$ cat config.mk
export PLATFORM = sky130hd
export DESIGN_NAME = i2c_regfile_slave
export DESIGN_NICKNAME = d
export VERILOG_FILES = /design/src/rtl/i2c_rs_pkg.sv /design/src/rtl/i2c_line_sync.sv /design/src/rtl/i2c_ptr_unit.sv /design/src/rtl/i2c_slave_fsm.sv /design/src/rtl/i2c_regfile_slave.sv
export SDC_FILE = /design/constraint.sdc
export NUM_CORES = 1
export LEC_CHECK = 0
export ABC_CLOCK_PERIOD_IN_PS = 2000
export BUFFER_PORTS_ARGS = -buffer_cell sky130_fd_sc_hd__clkbuf_2
export CAP_MARGIN = 15
export CORE_MARGIN = 8
export CORE_UTILIZATION = 52
export DETAILED_ROUTE_END_ITERATION = 8
export PLACE_DENSITY_LB_ADDON = 0.25
export SETUP_SLACK_MARGIN = 0.1
export SYNTH_ARGS = -nofsm -noshare
export SYNTH_HDL_FRONTEND = slang
export SYNTH_SLANG_ARGS = --single-unit
$ cat constraint.sdc
create_clock -name clk -period 2 [get_ports clk]
set_input_delay 0.4 -clock clk [delete_from_list [all_inputs] [get_ports clk]]
set_output_delay 0.4 -clock clk [all_outputs]
set_load 0.02 [all_outputs]
$ cat src/rtl/i2c_rs_pkg.sv
package i2c_rs_pkg;

  localparam logic [5:0] DEV_ADDR_HI = 6'b100101;

  typedef enum logic [3:0] {
    ST_IDLE,
    ST_ADDR,
    ST_ADDR_ACK,
    ST_PTR,
    ST_PTR_ACK,
    ST_WR,
    ST_WR_ACK,
    ST_TX,
    ST_MACK
  } slv_state_t;

endpackage

$ cat src/rtl/i2c_line_sync.sv
module i2c_line_sync #(
  parameter int STAGES = 2
) (
  input  logic clk,
  input  logic rst,
  input  logic scl_i,
  input  logic sda_i,
  output logic sda_q,
  output logic scl_rise,
  output logic scl_fall,
  output logic start_det,
  output logic stop_det
);

  logic [STAGES-1:0] scl_ff, sda_ff;
  logic              scl_d, sda_d;
  logic              scl_s, sda_s;

  // synchronizer chains, idle bus level after reset
  always_ff @(posedge clk) begin
    if (rst) begin
      scl_ff[0] <= 1'b1;
      sda_ff[0] <= 1'b1;
    end else begin
      scl_ff[0] <= scl_i;
      sda_ff[0] <= sda_i;
    end
  end

  for (genvar g = 1; g < STAGES; g++) begin : g_sync
    always_ff @(posedge clk) begin
      if (rst) begin
        scl_ff[g] <= 1'b1;
        sda_ff[g] <= 1'b1;
      end else begin
        scl_ff[g] <= scl_ff[g-1];
        sda_ff[g] <= sda_ff[g-1];
      end
    end
  end

  assign scl_s = scl_ff[STAGES-1];
  assign sda_s = sda_ff[STAGES-1];

  always_ff @(posedge clk) begin
    if (rst) begin
      scl_d <= 1'b1;
      sda_d <= 1'b1;
    end else begin
      scl_d <= scl_s;
      sda_d <= sda_s;
    end
  end

  assign sda_q     = sda_s;
  assign scl_rise  = scl_s & ~scl_d;
  assign scl_fall  = ~scl_s & scl_d;
  assign start_det = scl_s & scl_d & sda_d & ~sda_s;
  assign stop_det  = scl_s & scl_d & ~sda_d & sda_s;

endmodule

$ cat src/rtl/i2c_ptr_unit.sv
module i2c_ptr_unit #(
  parameter int AW = 4
) (
  input  logic          clk,
  input  logic          rst,
  input  logic          ptr_load,
  input  logic [7:0]    ptr_val,
  input  logic          ptr_step,
  output logic [AW-1:0] ptr_addr,
  output logic          ptr_incr
);

  always_ff @(posedge clk) begin
    if (rst) begin
      ptr_addr <= '0;
      ptr_incr <= 1'b0;
    end else if (ptr_load) begin
      ptr_addr <= ptr_val[AW-1:0];
      ptr_incr <= ptr_val[7];
    end else if (ptr_step && ptr_incr) begin
      ptr_addr <= ptr_addr + 1'b1;
    end
  end

endmodule

$ cat src/rtl/i2c_slave_fsm.sv
module i2c_slave_fsm
  import i2c_rs_pkg::*;
#(
  parameter int AW = 4
) (
  input  logic          clk,
  input  logic          rst,
  input  logic          scl_rise,
  input  logic          scl_fall,
  input  logic          start_det,
  input  logic          stop_det,
  input  logic          sda_q,
  input  logic          strap_q,
  input  logic [AW-1:0] ptr_addr,
  input  logic [7:0]    rd_data,
  output logic          sda_oe,
  output logic          wr_en,
  output logic [AW-1:0] wr_addr,
  output logic [7:0]    wr_data,
  output logic          ptr_load,
  output logic [7:0]    ptr_val,
  output logic          ptr_step
);

  slv_state_t state;
  logic [7:0] shreg;
  logic [2:0] bit_cnt;
  logic       got_byte;
  logic       rw_q;
  logic       mack_q;
  logic       addr_hit;

  assign addr_hit = (shreg[7:1] == {DEV_ADDR_HI, strap_q});

  always_ff @(posedge clk) begin
    if (rst) begin
      state    <= ST_IDLE;
      shreg    <= '0;
      bit_cnt  <= '0;
      got_byte <= 1'b0;
      rw_q     <= 1'b0;
      mack_q   <= 1'b0;
      sda_oe   <= 1'b0;
      wr_en    <= 1'b0;
      wr_addr  <= '0;
      wr_data  <= '0;
      ptr_load <= 1'b0;
      ptr_val  <= '0;
      ptr_step <= 1'b0;
    end else begin
      wr_en    <= 1'b0;
      ptr_load <= 1'b0;
      ptr_step <= 1'b0;
      if (start_det) begin
        state    <= ST_ADDR;
        bit_cnt  <= '0;
        got_byte <= 1'b0;
        sda_oe   <= 1'b0;
      end else if (stop_det) begin
        state    <= ST_IDLE;
        got_byte <= 1'b0;
        sda_oe   <= 1'b0;
      end else begin
        unique case (state)
          ST_ADDR, ST_PTR, ST_WR: begin
            if (scl_rise && !got_byte) begin
              shreg   <= {shreg[6:0], sda_q};
              bit_cnt <= bit_cnt + 1'b1;
              if (bit_cnt == 3'd7) got_byte <= 1'b1;
            end else if (scl_fall && got_byte) begin
              got_byte <= 1'b0;
              bit_cnt  <= '0;
              if (state == ST_ADDR) begin
                if (addr_hit) begin
                  rw_q   <= shreg[0];
                  sda_oe <= 1'b1;
                  state  <= ST_ADDR_ACK;
                end else begin
                  state <= ST_IDLE;
                end
              end else if (state == ST_PTR) begin
                ptr_load <= 1'b1;
                ptr_val  <= shreg;
                sda_oe   <= 1'b1;
                state    <= ST_PTR_ACK;
              end else begin
                wr_en    <= 1'b1;
                wr_addr  <= ptr_addr;
                wr_data  <= shreg;
                ptr_step <= 1'b1;
                sda_oe   <= 1'b1;
                state    <= ST_WR_ACK;
              end
            end
          end
          ST_ADDR_ACK: begin
            if (scl_fall) begin
              if (rw_q) begin
                shreg    <= rd_data;
                sda_oe   <= ~rd_data[7];
                bit_cnt  <= '0;
                ptr_step <= 1'b1;
                state    <= ST_TX;
              end else begin
                sda_oe <= 1'b0;
                state  <= ST_PTR;
              end
            end
          end
          ST_PTR_ACK, ST_WR_ACK: begin
            if (scl_fall) begin
              sda_oe <= 1'b0;
              state  <= ST_WR;
            end
          end
          ST_TX: begin
            if (scl_fall) begin
              if (bit_cnt == 3'd7) begin
                sda_oe <= 1'b0;
                state  <= ST_MACK;
              end else begin
                shreg   <= {shreg[6:0], 1'b0};
                sda_oe  <= ~shreg[6];
                bit_cnt <= bit_cnt + 1'b1;
              end
            end
          end
          ST_MACK: begin
            if (scl_rise) begin
              mack_q <= ~sda_q;
            end else if (scl_fall) begin
              if (mack_q) begin
                shreg    <= rd_data;
                sda_oe   <= ~rd_data[7];
                bit_cnt  <= '0;
                ptr_step <= 1'b1;
                state    <= ST_TX;
              end else begin
                state <= ST_IDLE;
              end
            end
          end
          default: begin
            state <= ST_IDLE;
          end
        endcase
      end
    end
  end

endmodule

$ cat src/rtl/i2c_regfile_slave.sv
module i2c_regfile_slave #(
  parameter int AW          = 4,
  parameter int SYNC_STAGES = 2
) (
  input  logic          clk,
  input  logic          rst,
  input  logic          strap_lsb,
  input  logic          scl_i,
  input  logic          sda_i,
  output logic          sda_oe,
  output logic          reg_we,
  output logic [AW-1:0] reg_waddr,
  output logic [7:0]    reg_wdata,
  output logic [AW-1:0] reg_raddr,
  input  logic [7:0]    reg_rdata
);

  localparam int DEPTH = 1 << AW;

  logic          strap_q;
  logic          sda_q, scl_rise, scl_fall, start_det, stop_det;
  logic          ptr_load, ptr_step, ptr_incr;
  logic [7:0]    ptr_val;
  logic [AW-1:0] ptr_addr;

  // address strap is captured only while reset is held
  always_ff @(posedge clk) begin
    if (rst) strap_q <= strap_lsb;
  end

  i2c_line_sync #(.STAGES(SYNC_STAGES)) u_sync (
    .clk       (clk),
    .rst       (rst),
    .scl_i     (scl_i),
    .sda_i     (sda_i),
    .sda_q     (sda_q),
    .scl_rise  (scl_rise),
    .scl_fall  (scl_fall),
    .start_det (start_det),
    .stop_det  (stop_det)
  );

  i2c_ptr_unit #(.AW(AW)) u_ptr (
    .clk      (clk),
    .rst      (rst),
    .ptr_load (ptr_load),
    .ptr_val  (ptr_val),
    .ptr_step (ptr_step),
    .ptr_addr (ptr_addr),
    .ptr_incr (ptr_incr)
  );

  i2c_slave_fsm #(.AW(AW)) u_fsm (
    .clk       (clk),
    .rst       (rst),
    .scl_rise  (scl_rise),
    .scl_fall  (scl_fall),
    .start_det (start_det),
    .stop_det  (stop_det),
    .sda_q     (sda_q),
    .strap_q   (strap_q),
    .ptr_addr  (ptr_addr),
    .rd_data   (reg_rdata),
    .sda_oe    (sda_oe),
    .wr_en     (reg_we),
    .wr_addr   (reg_waddr),
    .wr_data   (reg_wdata),
    .ptr_load  (ptr_load),
    .ptr_val   (ptr_val),
    .ptr_step  (ptr_step)
  );

  assign reg_raddr = ptr_addr;

  initial begin
    if (AW < 1 || AW > 7) $error("AW out of range, DEPTH=%0d", DEPTH);
  end

endmodule

# Word level (Yosys, flattened, before mapping)
# Index checks and enable logic that the tools add are counted.
dict set report word_totals {
  ram_bits 0
  elab_cells 166
  out_inout_bits 18
  n_memories 0
  reg_bits 54
  romBits 0
  input_bits 13
  latch_bits 0
}
dict set report classes {
  bitwise_logic 20
  addsub 2
  shift 0
  n_reduce_logical 24
  muxes 64
  n_lt_le_gt_ge 0
  eq_ne 33
  multipliers 0
  n_div 0
}
# cell count
set op_table {}
lappend op_table {{2-to-1 mux 8 bit} 8}
lappend op_table {{2-to-1 mux 4 bit} 11}
lappend op_table {{2-to-1 mux 3 bit} 11}
lappend op_table {{case mux 8 bit (4 select lines)} 1}
lappend op_table {{2-to-1 mux 1 bit} 27}
lappend op_table {{inequality test 4 x 3 -> 1 bit, second input constant} 6}
lappend op_table {{AND reduction 7 bit} 3}
lappend op_table {{case mux 4 bit (5 select lines)} 1}
lappend op_table {{AND reduction 10 bit} 2}
lappend op_table {{inequality test 2 x 1 -> 1 bit, second input constant} 9}
lappend op_table {{equality test 4 x 3 -> 1 bit, second input constant} 4}
lappend op_table {{AND reduction 8 bit} 2}
lappend op_table {{inverter 1 bit} 13}
lappend op_table {{case mux 3 bit (4 select lines)} 1}
lappend op_table {{AND reduction 11 bit} 1}
lappend op_table {{equality test 4 x 2 -> 1 bit, second input constant} 2}
lappend op_table {{inequality test 2 bit, second input constant} 4}
lappend op_table {{inequality test 4 bit, second input constant} 2}
lappend op_table {{AND 1 bit} 7}
lappend op_table {{equality test 7 bit} 1}
lappend op_table {{OR reduction 7 bit} 1}
lappend op_table {{OR reduction 3 bit} 2}
lappend op_table {{case mux 1 bit (5 select lines)} 1}
lappend op_table {{nonzero test 5 bit} 1}
lappend op_table {{other kinds (17)} 22}

# Depth between registers and ports, before layout
dict set report depth {
  depth_word 8
  depth_mapped 9
  ltp_nobuf 7
}

# By module
# A second synthesis with hierarchy kept.
dict set report unflattened {
  cells_unflattened 295
  area_unflattened_um2 2638.8
}
# mod cells_each instances area_each_um2 seq_area_each_um2
set by_module_without_submodules {}
lappend by_module_without_submodules {i2c_slave_fsm 252 1 2187.1 840.8}
lappend by_module_without_submodules {i2c_ptr_unit 26 1 231.5 100.1}
lappend by_module_without_submodules {i2c_line_sync 16 1 190.2 120.1}
lappend by_module_without_submodules {i2c_regfile_slave 1 1 30.0 30.0}

# Worst setup path before layout
# Ideal clock, no wire load.
dict set report synth_timing {
  path_kind {register to register}
  from {reg u_fsm.bit_cnt[0]}
  to {reg u_fsm.shreg[0]}
  required_ps 1933
  setup_time_ps 67
  stages_incl_launch_ff 10
  slack_ps -121
  synth_period_minus_slack_ps 2121
  n_path_buf 2
  arrival_time_ps 2053
  path_cell_list {dfxtp_1 > ha_1 > ha_1 > a21oi_1 > o211ai_1 > or4_4 > buf_6 > buf_6 > or3_1 > a21oi_2}
}
dict set report synth_between {
  elab_chain_len 3
}
# element line
set synth_rtl {}
lappend synth_rtl {{start, declared} i2c_slave_fsm.sv:27} ;# logic [2:0] bit_cnt;
lappend synth_rtl {{start signal, assigned} i2c_slave_fsm.sv:68} ;# bit_cnt <= bit_cnt + 1'b1;
lappend synth_rtl {{start signal, assigned} i2c_slave_fsm.sv:124} ;# bit_cnt <= bit_cnt + 1'b1;
lappend synth_rtl {{equality test 3 bit} i2c_slave_fsm.sv:118} ;# if (bit_cnt == 3'd7) begin
lappend synth_rtl {{inequality test 2 bit (no source line)} n/a}
lappend synth_rtl {{AND reduction 11 bit (no source line)} n/a}
lappend synth_rtl {{end signal, assigned} i2c_slave_fsm.sv:99} ;# shreg <= rd_data;
lappend synth_rtl {{end signal, assigned} i2c_slave_fsm.sv:122} ;# shreg <= {shreg[6:0], 1'b0};
lappend synth_rtl {{end signal, assigned} i2c_slave_fsm.sv:133} ;# shreg <= rd_data;
lappend synth_rtl {{end, declared} i2c_slave_fsm.sv:26} ;# logic [7:0] shreg;
# No other way between the ends.
# A chain may end at the register's enable or synchronous reset.

# Worst setup path in the final report
dict set report layout_timing {
  from {reg u_fsm.bit_cnt[1]}
  to {reg u_fsm.shreg[5]}
}
# The elaborated chain is that of the path after synthesis.

==> key figures <==
Run status
  • Status: finished, final reports clean

STA
  • Maximum clock frequency: 501 MHz
  • Setup Viol. Count Final: 0
  • Setup ws final: 0.00332 ns
  • Final slew viol count: 0
  • Min Tclk post-route: 2.00 ns
  • Final Hold Viols: 0
  • Setup skew after layout: 0.0105 ns
  • Share of the cycle needed by the critical path after routing: 0.998
  • Slew HR: 0.693
  • Worst-Margin Slew: about 0.45 ns
  • RSZ-0062 raised after global routing: true

Worst setup path
  • Critical Path RT: 2.24 ns
  • CP Data Arrival Time: about 2.2 ns
  • CP Launch Type: flop
  • CP max FO: 4
  • Kind of critical path: flop to flop
  • CP endpoint kind: flop

Placed design
  • DP HPWL: 4560 um
  • Post-Place Worst Slack: -0.00795 ns
  • GP Congestion: roughly 0.9
  • Port Buffers: 30

Die
  • Initial Utilization: 0.539
  • IO Pins: 31
  • # rows: 25
  • Vert. Die Dim: 86.2 um
  • Core Box Area: around 4800 um2
  • Die area: 7440 um2
  • Die X: between 80 and 90 um

Global route
  • First-pass GRT wire length: 10600 um
  • Number of global-route vias before repair: 2120
  • Global Route Usage Sum: 0.177
  • Initial antenna violation count: 0
  • Largest net degree at the start of global routing: 36
  • Global route total overflow: 0

Yosys
  • Synth top area share: 0.390
  • Cell area after synthesis: roughly 2600 um2
  • Synth cell types: 48
  • Seq/Total Area, Yosys: 0.402
  • Synthesis warning total: 0
  • Synth Register Bits: around 50
  • Cells after Synth: 293
  • Syn nets: slightly above 300
  • Yosys top cell by area: dfxtp_1
  • Synth area leaders: dfxtp_1, mux2i_1, nor2_1
  • Avg Cell Area, Syn: 8.75 um2

Cells and area
  • Area grow syn2layout: 24.6%
  • Area of the multi-input gates: 1540 um2
  • Final Net Count: 354
  • Post-Route Utilization: 0.672
  • Fillers: 400
  • # diodes: 0
  • Storage cell area: 1040 um2
  • Share of cells above drive strength 1: 0.307

Clock tree
  • CTS Buf Count: 5
  • CTS tree: built
  • Clock buffer depth: 2
  • Clock Sinks: a little over 50
  • Worst-skew pair later-pin latency: about 0.30 ns
  • Clock transition at path regs: 0.10 ns
  • Clock Tree Root: clkbuf_8
  • H-tree depth: 2

Detailed routing
  • Vias: 2261
  • DRT antenna net count: 0
  • Post-Route WL: about 6400 um
  • Post-route DRC: 0
  • Routed vias/inst: 5.57
  • Avg WL per Cell: 15.7 um
  • Drt first-iter violations: around 170
  • Drt first pass iters: 4

Worst hold path
  • Hold Path Class: input port to flop

Power
  • PnR Total Power: 0.00223 W
  • Leakage: 1.45 nW
  • Power Dens Cells: around 700 nW/um2
  • Peak supply drop: 434 uV

Flow run
  • Max Cap Violations: 0
flip-flops by register name, indices dropped and copies added (netlist names), 3 cells and up:
signal and flops:
u_fsm.shreg 8, u_fsm.wr_data 8, u_fsm.bit_cnt 3, u_fsm.ptr_val 5
u_ptr.ptr_addr 4, u_fsm.wr_addr 4, u_fsm.state 4
cell usage after synthesis, drive strengths merged:
| library cell | instances |
|---|---|
| nand2b | 9 |
| or3 | 10 |
| o22ai | 1 |
| nand3 | 5 |
| inv | 4 |
| nor2 | 40 |
| mux2i | 34 |
| xnor2 | 2 |
| buf | 10 |
| clkbuf | 14 |
| nor2b | 4 |
| a211o | 1 |
| a22o | 1 |
| nor4 | 1 |
| nor3 | 3 |
| o21a | 1 |
| a221o | 1 |
| nand2 | 18 |
| nor3b | 2 |
| nor4bb | 1 |
| o21bai | 1 |
| a21oi | 21 |
| or2 | 7 |
| a211oi | 3 |
| mux2 | 1 |
| edfxtp | 1 |
| or4 | 3 |
| and2 | 1 |
| a41oi | 1 |
| xor2 | 4 |
| o21ai | 15 |
| nand4b | 2 |
| or4b | 1 |
| o211a | 2 |
| dfxtp | 50 |
| nand4 | 2 |
| a31oi | 4 |
| a32oi | 1 |
| a221oi | 2 |
| o221ai | 2 |
| o211ai | 4 |
| ha | 3 |
critical path, stage by stage (launching register included):
cell      delay, ns
dfxtp_2        0.35
ha_4           0.16
ha_4           0.15
a21oi_2        0.10
o211ai_1       0.17
or4_4          0.49
or3_1          0.39
a21oi_1        0.13
layer usage:
| layer | GRT usage | wire length (um) | part of all wire | vias to the layer above |
|---|---|---|---|---|
| met4 | 0.0579 | 101 | 0.016 | 0 |
| met2 | 0.288 | 3040 | 0.48 | 59 |
| li1 | - | - | - | 1129 |
| met1 | 0.224 | 2920 | 0.46 | 1063 |
| met3 | 0.0435 | 330 | 0.052 | 10 |
| met5 | 0 | 0 | 0 | - |
final cells by class:
| cell class | count | area share |
|---|---|---|
| Sequential cell | 51 | 0.325 |
| Clock inverter | 1 | 0.00940 |
| Tap cell | 67 | 0.0262 |
| Clock buffer | 7 | 0.0305 |
| Inverter | 4 | 0.00470 |
| Multi-Input combinational cell | 216 | 0.482 |
| Timing Repair Buffer | 60 | 0.123 |
kinds of logic (layout without fill, tap and decap cells):
family | Yosys count | count (layout) | synth area share
buf+inv | 28 | 72 | 0.0537
mux | 35 | 35 | 0.137
simple gates | 109 | 111 | 0.220
flops | 51 | 51 | 0.402
fa+ha+maj | 3 | 3 | 0.0146
xor+xnor | 6 | 6 | 0.0205
compound gates | 61 | 61 | 0.152
per-stage QoR:
stage                     TNS [ns]  hold WS [ns]  cells  instance area (um2)
final                            0         0.281    406                 3200
after global routing        -0.108         0.265    406                 3200
after CTS                        0         0.277    404                 3120
after detailed placement  -0.00795         0.399    393                 2910
after global placement           0         0.402    393                 2910
after floorplan                  0         0.389    293                 2580
power breakdown:
part	internal [W]	leakage [nW]	switching (W)
sequential	0.00104	0.414	0.0000206
clock	0.000450	0.0636	0.000331
combinational	0.000182	0.976	0.000214
worst paths after layout:
kind / startpoint / end / slack (ns) / cells past startpoint
hold reg to reg: u_sync.sda_ff[0]$_SDFF_PP1_ / u_sync.sda_q$_SDFF_PP1_ / 0.42 / 1
hold / removal: strap_lsb / strap_q$_DFFE_PP_ / 0.28 / 1
setup reg to reg: u_fsm.bit_cnt[1]$_SDFFE_PP0P_ / u_fsm.shreg[5]$_SDFFE_PP0P_ / 0.003 / 7
setup / recovery: u_fsm.bit_cnt[1]$_SDFFE_PP0P_ / u_fsm.shreg[5]$_SDFFE_PP0P_ / 0.003 / 7
cell usage in the layout (no fill, tap or decap), drive strengths merged, types with 4 or more instances in the layout:
cell type / count
a21oi: 21
a31oi: 4
buf: 30
clkbuf: 37
dfxtp: 50
inv: 4
mux2i: 34
nand2: 18
nand2b: 9
nand3: 5
nor2: 40
nor2b: 4
o211ai: 4
o21ai: 15
or2: 7
or3: 10
or4: 5
xor2: 4
timing repair:
item,4_1_cts,5_1_grt
pin swaps,0,10
gates resized for setup,11,16
setup endpoints to repair,15,17
gates cloned,2,0
hold buffers,0,0
setup buffers,1,2
(Power assumes the default switching activity.)
